File: config.mk
export PLATFORM = sky130hd
export DESIGN_NAME = busy_port_seq
export DESIGN_NICKNAME = d
export VERILOG_FILES = /design/src/rtl/bpa_pkg.sv /design/src/rtl/bpa_cycle_cnt.sv /design/src/rtl/bpa_req_hold.sv /design/src/rtl/bpa_ctrl.sv /design/src/rtl/busy_port_seq.sv
export SDC_FILE = /design/constraint.sdc
export NUM_CORES = 1
export LEC_CHECK = 0
export ABC_CLOCK_PERIOD_IN_PS = 3140
export BUFFER_PORTS_ARGS = -buffer_cell sky130_fd_sc_hd__buf_2
export CORE_UTILIZATION = 52
export CTS_BUF_LIST = sky130_fd_sc_hd__clkbuf_4 sky130_fd_sc_hd__clkbuf_8
export DETAILED_ROUTE_END_ITERATION = 12
export GPL_ROUTABILITY_DRIVEN = 0
export PLACE_DENSITY = 0.87
export SYNTH_ARGS = -nofsm -noshare
export SYNTH_HDL_FRONTEND = slang
export SYNTH_SLANG_ARGS = --single-unit
export TNS_END_PERCENT = 20
File: constraint.sdc
create_clock -name clk -period 3.14 [get_ports clk]
set_input_delay 0.157 -clock clk [delete_from_list [all_inputs] [get_ports clk]]
set_output_delay 0.157 -clock clk [all_outputs]
set_load 0.01 [all_outputs]
File: src/rtl/bpa_pkg.sv
package bpa_pkg;
  typedef enum logic [2:0] {
    S_IDLE, S_SETUP, S_ACCESS, S_WAIT, S_EXTEND, S_DONE
  } bpa_state_e;
endpackage

File: src/rtl/bpa_cycle_cnt.sv
module bpa_cycle_cnt #(
  parameter int CW = 4
) (
  input  logic          clk,
  input  logic          rst_n,
  input  logic          clr,
  input  logic          inc,
  output logic [CW-1:0] cnt
);
  always_ff @(posedge clk or negedge rst_n) begin
    if (!rst_n)   cnt <= '0;
    else if (clr) cnt <= '0;
    else if (inc) cnt <= cnt + 1'b1;
  end
endmodule

File: src/rtl/bpa_req_hold.sv
module bpa_req_hold #(
  parameter int AW = 11,
  parameter int DW = 16,
  parameter int BW = DW / 8
) (
  input  logic          clk,
  input  logic          rst_n,
  input  logic          load,
  input  logic [AW-1:0] in_addr,
  input  logic [DW-1:0] in_wdata,
  input  logic [BW-1:0] in_be,
  input  logic          in_wr,
  input  logic          cap,
  input  logic [DW-1:0] mem_rdata,
  output logic [AW-1:0] h_addr,
  output logic [DW-1:0] h_wdata,
  output logic [BW-1:0] h_be,
  output logic          h_wr,
  output logic [DW-1:0] h_rdata
);
  always_ff @(posedge clk or negedge rst_n) begin
    if (!rst_n) begin
      h_addr  <= '0;
      h_wdata <= '0;
      h_be    <= '0;
      h_wr    <= 1'b0;
    end else if (load) begin
      h_addr  <= in_addr;
      h_wdata <= in_wdata;
      h_be    <= in_be;
      h_wr    <= in_wr;
    end
  end

  always_ff @(posedge clk or negedge rst_n) begin
    if (!rst_n)   h_rdata <= '0;
    else if (cap) h_rdata <= mem_rdata;
  end
endmodule

File: src/rtl/bpa_ctrl.sv
module bpa_ctrl
  import bpa_pkg::*;
#(
  parameter int SETTLE_CYC  = 2,
  parameter int TIMEOUT_CYC = 16,
  parameter bit SLAVE_MODE  = 1'b1,
  parameter int CW          = 5
) (
  input  logic          clk,
  input  logic          rst_n,
  input  logic          req_valid,
  input  logic          h_wr,
  input  logic          busy,
  input  logic [CW-1:0] cnt,
  output bpa_state_e    state,
  output logic          load,
  output logic          cap,
  output logic          clr,
  output logic          inc,
  output logic          err_pulse
);
  localparam logic [CW-1:0] LAST_TO = CW'(TIMEOUT_CYC - 1);

  bpa_state_e nxt;
  logic       tmo;
  logic       setup_last;

  generate
    if (SLAVE_MODE) begin : g_settle
      localparam logic [CW-1:0] LAST_SET = CW'(SETTLE_CYC - 1);
      assign setup_last = !h_wr || (cnt == LAST_SET);
    end else begin : g_nosettle
      assign setup_last = 1'b1;
    end
  endgenerate

  always_comb begin
    nxt  = state;
    load = 1'b0;
    cap  = 1'b0;
    clr  = 1'b0;
    inc  = 1'b0;
    tmo  = 1'b0;
    unique case (state)
      S_IDLE: if (req_valid) begin
        load = 1'b1;
        clr  = 1'b1;
        nxt  = S_SETUP;
      end
      S_SETUP: begin
        if (setup_last) nxt = S_ACCESS;
        else            inc = 1'b1;
      end
      S_ACCESS, S_EXTEND: begin
        if (busy) begin
          clr = 1'b1;
          nxt = S_WAIT;
        end else begin
          cap = !h_wr;
          nxt = S_DONE;
        end
      end
      S_WAIT: begin
        if (!busy) nxt = S_EXTEND;
        else if (cnt == LAST_TO) begin
          tmo = 1'b1;
          nxt = S_IDLE;
        end else inc = 1'b1;
      end
      S_DONE:  nxt = S_IDLE;
      default: nxt = S_IDLE;
    endcase
  end

  always_ff @(posedge clk or negedge rst_n) begin
    if (!rst_n) begin
      state     <= S_IDLE;
      err_pulse <= 1'b0;
    end else begin
      state     <= nxt;
      err_pulse <= tmo;
    end
  end
endmodule

File: src/rtl/busy_port_seq.sv
module busy_port_seq
  import bpa_pkg::*;
#(
  parameter int AW          = 11,
  parameter int DW          = 16,
  parameter int SETTLE_CYC  = 2,
  parameter int TIMEOUT_CYC = 16,
  parameter bit SLAVE_MODE  = 1'b1
) (
  input  logic            clk,
  input  logic            rst_n,
  input  logic            req_valid,
  output logic            req_ready,
  input  logic [AW-1:0]   req_addr,
  input  logic [DW-1:0]   req_wdata,
  input  logic [DW/8-1:0] req_be,
  input  logic            req_write,
  output logic            rsp_valid,
  output logic            rsp_is_write,
  output logic [DW-1:0]   rsp_rdata,
  output logic            err_timeout,
  output logic            mem_ce,
  output logic            mem_oe,
  output logic [DW/8-1:0] mem_we,
  output logic [AW-1:0]   mem_addr,
  output logic [DW-1:0]   mem_wdata,
  input  logic [DW-1:0]   mem_rdata,
  input  logic            mem_busy
);
  localparam int BW   = DW / 8;
  localparam int MAXC = (SETTLE_CYC > TIMEOUT_CYC) ? SETTLE_CYC : TIMEOUT_CYC;
  localparam int CW   = $clog2(MAXC + 1);

  bpa_state_e    state;
  logic          load, cap, clr, inc;
  logic [CW-1:0] cnt;
  logic [BW-1:0] h_be;
  logic          h_wr;
  logic          strobe;

  bpa_ctrl #(
    .SETTLE_CYC(SETTLE_CYC), .TIMEOUT_CYC(TIMEOUT_CYC),
    .SLAVE_MODE(SLAVE_MODE), .CW(CW)
  ) u_ctrl (
    .clk(clk), .rst_n(rst_n), .req_valid(req_valid), .h_wr(h_wr),
    .busy(mem_busy), .cnt(cnt), .state(state), .load(load), .cap(cap),
    .clr(clr), .inc(inc), .err_pulse(err_timeout)
  );

  bpa_cycle_cnt #(.CW(CW)) u_cnt (
    .clk(clk), .rst_n(rst_n), .clr(clr), .inc(inc), .cnt(cnt)
  );

  bpa_req_hold #(.AW(AW), .DW(DW), .BW(BW)) u_hold (
    .clk(clk), .rst_n(rst_n), .load(load),
    .in_addr(req_addr), .in_wdata(req_wdata), .in_be(req_be), .in_wr(req_write),
    .cap(cap), .mem_rdata(mem_rdata),
    .h_addr(mem_addr), .h_wdata(mem_wdata), .h_be(h_be), .h_wr(h_wr),
    .h_rdata(rsp_rdata)
  );

  assign strobe       = (state == S_ACCESS) || (state == S_WAIT) || (state == S_EXTEND);
  assign mem_ce       = strobe || (state == S_SETUP);
  assign mem_oe       = strobe && !h_wr;
  assign mem_we       = (strobe && h_wr) ? h_be : '0;
  assign req_ready    = (state == S_IDLE);
  assign rsp_valid    = (state == S_DONE);
  assign rsp_is_write = h_wr;
endmodule

==> results of run 1 <==
## critical path, stage by stage, from the launching register on
cell and delay (ps):
dfrtp_1 410, inv_1 80, ha_1 150, or4b_4 470, and4_4 230, a211o_1 330, o22ai_1 150
## metal layers
layer / track usage / up-vias / share of wire / wire (um)
met2: 0.3088 / 59 / 0.48 / 2183
met3: 0.05921 / 4 / 0.054 / 244
met4: 0.06510 / 0 / 0.0092 / 42
met5: 0 / - / 0 / 0
li1: - / 800 / - / -
met1: 0.2610 / 764 / 0.46 / 2083
## cell families (layout without fill, tap and decap cells)
| logic type | after synthesis | in the layout | share of synthesized area |
|---|---|---|---|
| multiplexers | 48 | 48 | 0.2333 |
| XOR/XNOR | 1 | 1 | 0.003799 |
| flip-flops | 55 | 55 | 0.5969 |
| buffers and inverters | 11 | 116 | 0.02062 |
| adder cells (fa/ha/maj) | 3 | 3 | 0.01628 |
| AND/OR/NAND/NOR | 30 | 30 | 0.07596 |
| AO/OA/AOI/OAI | 19 | 19 | 0.05318 |
## how the worst max path moves through the flow
| stage | endpoint | from | slack, ps |
|---|---|---|---|
| 2_1_floorplan | u_cnt.cnt[0] | u_cnt.cnt[1] | 1390 |
| 3_3_place_gp | u_cnt.cnt[1] | u_cnt.cnt[1] | 1290 |
| 3_5_place_dp | u_cnt.cnt[1] | u_cnt.cnt[1] | 1250 |
| 4_1_cts | u_cnt.cnt[1] | u_cnt.cnt[1] | 1230 |
| 5_1_grt | u_cnt.cnt[1] | u_cnt.cnt[1] | 1140 |
| 6_report | u_cnt.cnt[1] | u_cnt.cnt[1] | 1250 |
## state kept, by name (all words and copies together) (netlist names)
register          flops
u_ctrl.err_pulse      1
u_hold.h_be           2
u_cnt.cnt             5
u_hold.h_addr        11
u_hold.h_wr           1
u_ctrl.state          3
u_hold.h_wdata       16
u_hold.h_rdata       16
## power by group through the flow
stage	Sequential, mW	Clock, mW	Combinational, mW
final	1.27	0.381	1.24
after floorplan	1.37	0	0.675
after global placement	1.27	0	1.22
after global routing	1.33	0.418	1.36
after CTS	1.27	0.394	1.26
after detailed placement	1.28	0	1.25
## cell type report
type | instances | area [um2]
clock inverters | 2 | 12.51
clock buffers | 6 | 76.32
well taps | 50 | 62.56
multi-input cells | 101 | 882.1
flip-flops and latches | 55 | 1376
fillers | 294 | 1157
repair buffers | 104 | 533.0
inverters | 4 | 15.01
## cells in the final DEF, fill, tap and decap left out, drive strengths merged, types with 3 or more instances in the layout
cell type / netlist / layout
buf: 5 / 103
dfrtp: 55 / 55
mux2: 46 / 46
nor2: 9 / 9
clkbuf: 2 / 6
a21oi: 5 / 5
inv: 4 / 4
nor3: 4 / 4
o21ai: 4 / 4
nor2b: 3 / 3
and3: 3 / 3
o22ai: 3 / 3
ha: 3 / 3
==> results.py, run 1 <==
metrics = {
    "pwr": {
        "power.switching_mw": 1.021,
        "power_frac_seq": 0.439,
        "pwr-share-comb": 0.429,
        "powerDensity_mw_per_mm2": 977.5,
        "leakagePower_nw": 1.488,
        "ir_worst_vdd_mv": 0.4689,
        "power_mw": 2.891,
        "p_sw_frac": 0.3530,
        "p_int_mw": 1.871,
        "clkPwrFrac": 0.132,
    },
    "grt": {
        "grt_antenna_before_repair": 0,
        "grt_pass1_wl_um": 6734,
        "grt_overflow": 0,
        "track_usage": 0.1973,
        "grt_pass1_vias": 1499,
        "grt_max_degree": 31,
    },
    "synthesis": {
        "synth_edf_count": 0,
        "syn_area_mm2": 0.002306,
        "synth_ff_type": "dfrtp_1",
        "synth.area.top_cells": "dfrtp_1 60%, mux2_2 22%, ha_1 1.6%",
        "yosys-top-cells-count": "55 x dfrtp_1, 46 x mux2_2, 9 x nor2_1, 5 x buf_2",
        "synth.distinct_cells": 33,
        "syn_avg_cell_area_um2": 13.81,
        "synth.top_cell.area_share": 0.5969,
        "ys_seq_area_frac": 0.5969,
        "async_flop_share": 1.000,
        "synth_seq_cells": 55,
        "yosys_warnings": 0,
        "syn_nets": 220,
        "synth_area_leader_cell": "dfrtp_1",
        "synth.most_common_cell": "dfrtp_1",
        "synthCells": 167,
    },
    "route": {
        "vias": 1627,
        "dr.pass1.iters": 4,
        "drtIter0Drc": 96,
        "drc": 0,
        "vias_per_cell": 5.053,
        "ant_nets": 0,
        "routed_wl_um": 4553,
        "wire_per_inst_um": 14.14,
    },
    "floorplanning": {
        "die_y_um": 68.59,
        "num_rows": 23,
        "core_mm2": 0.004115,
        "die_area_mm2": 0.004705,
        "initial_core_util": 0.5604,
        "io_pins": 101,
        "die_x_um": 68.59,
    },
    "worst_hold_path": {
        "min_from": "req_wdata[3]",
        "whs_endpoint": "u_hold.h_wdata[3]",
        "whs_path_depth": 2,
        "hold_path_class": "in -> reg",
    },
    "setup_path": {
        "start_kind": "register",
        "critPathKind": "reg -> reg",
        "critPathArrivalTime_ps": 2110,
        "reg2reg_slack_ps": 1250,
        "critPathRequiredTime_ps": 3350,
        "timing.rr.end": "u_cnt.cnt[1]",
        "worstSetupEndpointType": "register",
        "r2r_cells": 6,
        "critPathMaxFanout": 5,
        "r2r-start": "u_cnt.cnt[1]",
    },
    "clock_network": {
        "ctsHoldBuffers": 1,
        "clk_path_buf_depth": 2,
        "post_cts_buffers": 0,
        "path_clk_slew_ps": 90,
        "root_buffer": "clkbuf_8",
        "tritoncts": "done",
        "htreeDepth": 2,
        "cts.sink_count": 55,
        "cts_buffers": 5,
        "cts_resized": 0,
        "clk_latency_ps": 290,
    },
    "finish": {
        "nets": 324,
        "stdcell_area_mm2": 0.002958,
        "diodes": 0,
        "layout-drive-gt1-share": 0.5919,
        "finalNonFillerCells": 322,
        "finalCoreUtilization": 0.7188,
        "syn2layout_area_growth_pct": 28.27,
    },
    "timing": {
        "fin_crit_sh": 0.6026,
        "worst_slew_pin_slew_ps": 590.9,
        "clock.fmax_mhz": 528.5,
        "setup_viol": 0,
        "worst_clock_skew_ps": 6.160,
        "relSlewSlack": 0.6061,
        "final-hold-violation-count": 0,
        "slew_viol_final": 0,
        "fin_tns_setup_ps": 0,
        "worst_hold_slack_ps": 87.94,
        "worst_slack_ps": 1248,
        "period_needed_ps": 1892,
        "rsz0062_at_grt": "false",
    },
    "placed_design": {
        "dp_cells": 313,
        "place_hpwl_um": 3359,
        "placed_cell_area_mm2": 0.002859,
        "pre_cts_slack_ps": 1251,
        "portBuffers": 100,
    },
    "job": {
        "max-cap-violations": 0,
    },
    "status": {
        "status": "completed",
    },
}
Note: power is estimated with default switching activity, not from simulation.
==> run 2: changes to the inputs <==
Settings changed: ABC_AREA from default to 1, ABC_CLOCK_PERIOD_IN_PS 3140 to 1700, CORE_UTILIZATION 52 to 45, PLACE_DENSITY 0.87 to 0.79.
Clock period 3.14 ns to 1.7 ns, I/O delays scaled along.
==> results.py, run 2 <==
metrics = {
    "setup_path": {
        "reg2reg_slack_ps": 160,
        "critPathLaunch": "u_ctrl.state[1]",
        "start_kind": "register",
        "r2r-start": "u_cnt.cnt[1]",
        "worstPathCellList": "nor2_4, o21ai_2, or2_2, nor2_1, buf_2",
        "timing.rr.end": "u_cnt.cnt[0]",
        "crit_buf_inv": 1,
        "worst_path_largest_cell_delay_ps": 450,
        "cp.depth": 5,
        "worstSetupEndpointType": "output port",
        "critical-path-top-delay-family": "simple AND/OR/NAND/NOR gates",
        "crit_path_end": "mem_we[1]",
        "worst_path_max_delay_cell": "dfrtp_2",
        "critPathMaxFanout": 5,
        "critPathRequiredTime_ps": 1620,
        "critPathArrivalTime_ps": 1510,
        "r2r_cells": 11,
        "critPathKind": "reg -> out",
    },
    "grt": {
        "grt_max_degree": 33,
        "grt_overflow": 0,
        "grt_antenna_before_repair": 0,
        "track_usage": 0.1564,
        "grt_pass1_wl_um": 6672,
        "grt_pass1_vias": 1575,
    },
    "finish": {
        "finalNonFillerCells": 404,
        "fillers": 451,
        "diodes": 0,
        "seqCellArea_mm2": 0.001379,
        "layout_common_cells": "100 x buf_2, 53 x dfrtp_1, 40 x nand2_1",
        "final_common_cell": "buf_2",
        "reg.largest.list": "u_hold.h_rdata: 16 flops, u_hold.h_wdata: 16 flops, u_hold.h_addr: 11 flops",
        "stdcell_area_mm2": 0.003211,
        "multi_input_area_um2": 874.6,
        "syn2layout_area_growth_pct": 33.09,
        "nets": 386,
        "layout-drive-gt1-share": 0.4581,
    },
    "synthesis": {
        "synth.top_cell.area_share": 0.5705,
        "yosys_warnings": 0,
        "ys_seq_area_frac": 0.5705,
        "synth_seq_cells": 55,
        "synth.most_common_cell": "dfrtp_1",
        "async_flop_share": 1.000,
        "yosys-top-cells-count": "55 x dfrtp_1, 40 x nand2_1, 32 x inv_1, 20 x mux2_4, 16 x o21ai_0",
        "synth.distinct_cells": 25,
        "synth_ff_type": "dfrtp_1",
        "synth_area_leader_cell": "dfrtp_1",
        "synthCells": 219,
        "synth_edf_count": 0,
        "synth.area.top_cells": "dfrtp_1 57%, mux2_4 12%, nand2_1 6.2%",
        "syn_avg_cell_area_um2": 11.02,
        "syn_nets": 272,
        "syn_area_mm2": 0.002412,
    },
    "clock_network": {
        "cts.sink_count": 55,
        "tritoncts": "done",
        "clk_latency_ps": 300,
        "clk_path_buf_depth": 2,
        "root_buffer": "clkbuf_8",
        "cts_buffers": 5,
        "path_clk_slew_ps": 100,
        "htreeDepth": 2,
    },
    "floorplanning": {
        "die_y_um": 75.22,
        "die_x_um": 75.22,
        "core_mm2": 0.005140,
        "num_rows": 26,
        "die_area_mm2": 0.005657,
        "initial_core_util": 0.4693,
        "io_pins": 101,
    },
    "placed_design": {
        "placed_cell_area_mm2": 0.003010,
        "place_hpwl_um": 3394,
        "pre_cts_slack_ps": 30.72,
        "dp_cells": 389,
        "portBuffers": 100,
    },
    "pwr": {
        "leakagePower_nw": 1.824,
        "powerDensity_mw_per_mm2": 1771,
        "ir_worst_vdd_mv": 0.7589,
        "power_mw": 5.686,
    },
    "route": {
        "vias_per_cell": 4.582,
        "dr.pass1.iters": 5,
        "drtIter0Drc": 49,
        "vias": 1851,
        "wire_per_inst_um": 11.35,
        "ant_nets": 0,
        "routed_wl_um": 4584,
        "drc": 0,
    },
    "timing": {
        "worst_slew_pin_slew_ps": 370.9,
        "final-hold-violation-count": 0,
        "worst_slack_ps": 101.4,
        "relSlewSlack": 0.7528,
        "setup_viol": 0,
        "rsz0062_at_grt": "true",
        "fin_crit_sh": 0.9404,
        "slew_viol_final": 0,
        "worst_clock_skew_ps": 7.092,
        "period_needed_ps": 1599,
        "clock.fmax_mhz": 625.5,
    },
    "status": {
        "status": "completed",
    },
    "job": {
        "max-cap-violations": 0,
    },
    "worst_hold_path": {
        "hold_path_class": "in -> reg",
        "whs_path_depth": 2,
    },
}
[run 2: cell types whose count changed after synthesis, sizes merged, moves of 7 or more]
cell   previous run  this run
inv               4        34
mux2             46        27
nand2             2        40
nand3             1        10
nor2              9        16
o21ai             4        17
[run 2: power by group]
group / total, mW / internal (mW) / leakage, nW / switching, mW
Sequential: 2.27 / 1.92 / 0.670 / 0.345
Clock: 0.896 / 0.485 / 0.0618 / 0.411
Combinational: 2.52 / 1.27 / 1.09 / 1.25
Total: 5.69 / 3.68 / 1.82 / 2.01
[run 2: cells by family after synthesis]
logic type,synth area share
AOI/OAI and AO/OA,0.04460
buffers and inverters,0.07261
muxes,0.1572
DFF,0.5705
adders and majority gates,0.01556
and+or+nand+nor,0.1323
xor gates and xnor gates,0.007263
[run 2: how the worst min path moves through the flow]
stage | from | end | slack, ps
floorplan | rst_n | u_cnt.cnt[0] | -210
global placement | rst_n | u_hold.h_addr[9] | 20
detailed placement | rst_n | u_hold.h_addr[9] | 30
CTS | req_addr[7] | u_hold.h_addr[7] | 0.5
global route | req_wdata[1] | u_hold.h_wdata[1] | 1
finish | req_wdata[12] | u_hold.h_wdata[12] | 8
[run 2: area by class of cell]
| type | count | share of cell area |
|---|---|---|
| Sequential cell | 55 | 0.4295 |
| Multi-Input combinational cell | 124 | 0.2724 |
| Timing Repair Buffer | 113 | 0.1933 |
| Inverter | 34 | 0.03975 |
| Tap cell | 70 | 0.02728 |
| Clock buffer | 6 | 0.02572 |
| Clock inverter | 2 | 0.01208 |
[run 2: worst register-to-register path: stages (launching register included)]
cell	delay, ps
dfrtp_1	410
ha_2	200
nand2_1	50
nor2_1	90
ha_1	170
inv_1	40
nand2_1	60
nor2_2	50
nor2_4	170
inv_2	80
nand2_1	60
nand2_1	50
[run 2: per-layer routing]
layer  vias to the layer above  GRT usage  routed length (um)
li1                        917          -                   -
met4                         0    0.04321                  40
met5                         -          0                   0
met2                        65     0.2863                2338
met1                       862     0.1849                1938
met3                         7    0.03481                 266
[run 2: per-stage QoR]
| step | hold slack (ps) | util | TNS, ps |
|---|---|---|---|
| global placement | 24.99 | 0.5857 | 0 |
| global route | 1.494 | 0.6246 | -2.315 |
| floorplan | -210.6 | - | 0 |
| finish | 7.573 | 0.6246 | 0 |
| detailed placement | 25.53 | 0.5857 | 0 |
| CTS | 0.4970 | 0.6173 | 0 |
[run 2: what timing repair did]
| action | CTS | global route |
|---|---|---|
| gates resized for setup | 1 | 5 |
| buffers inserted | 0 | 3 |
| pin swaps | 0 | 2 |
| hold endpoints to repair | 17 | 0 |
| setup endpoints to repair | 2 | 9 |
| hold buffers | 4 | 0 |
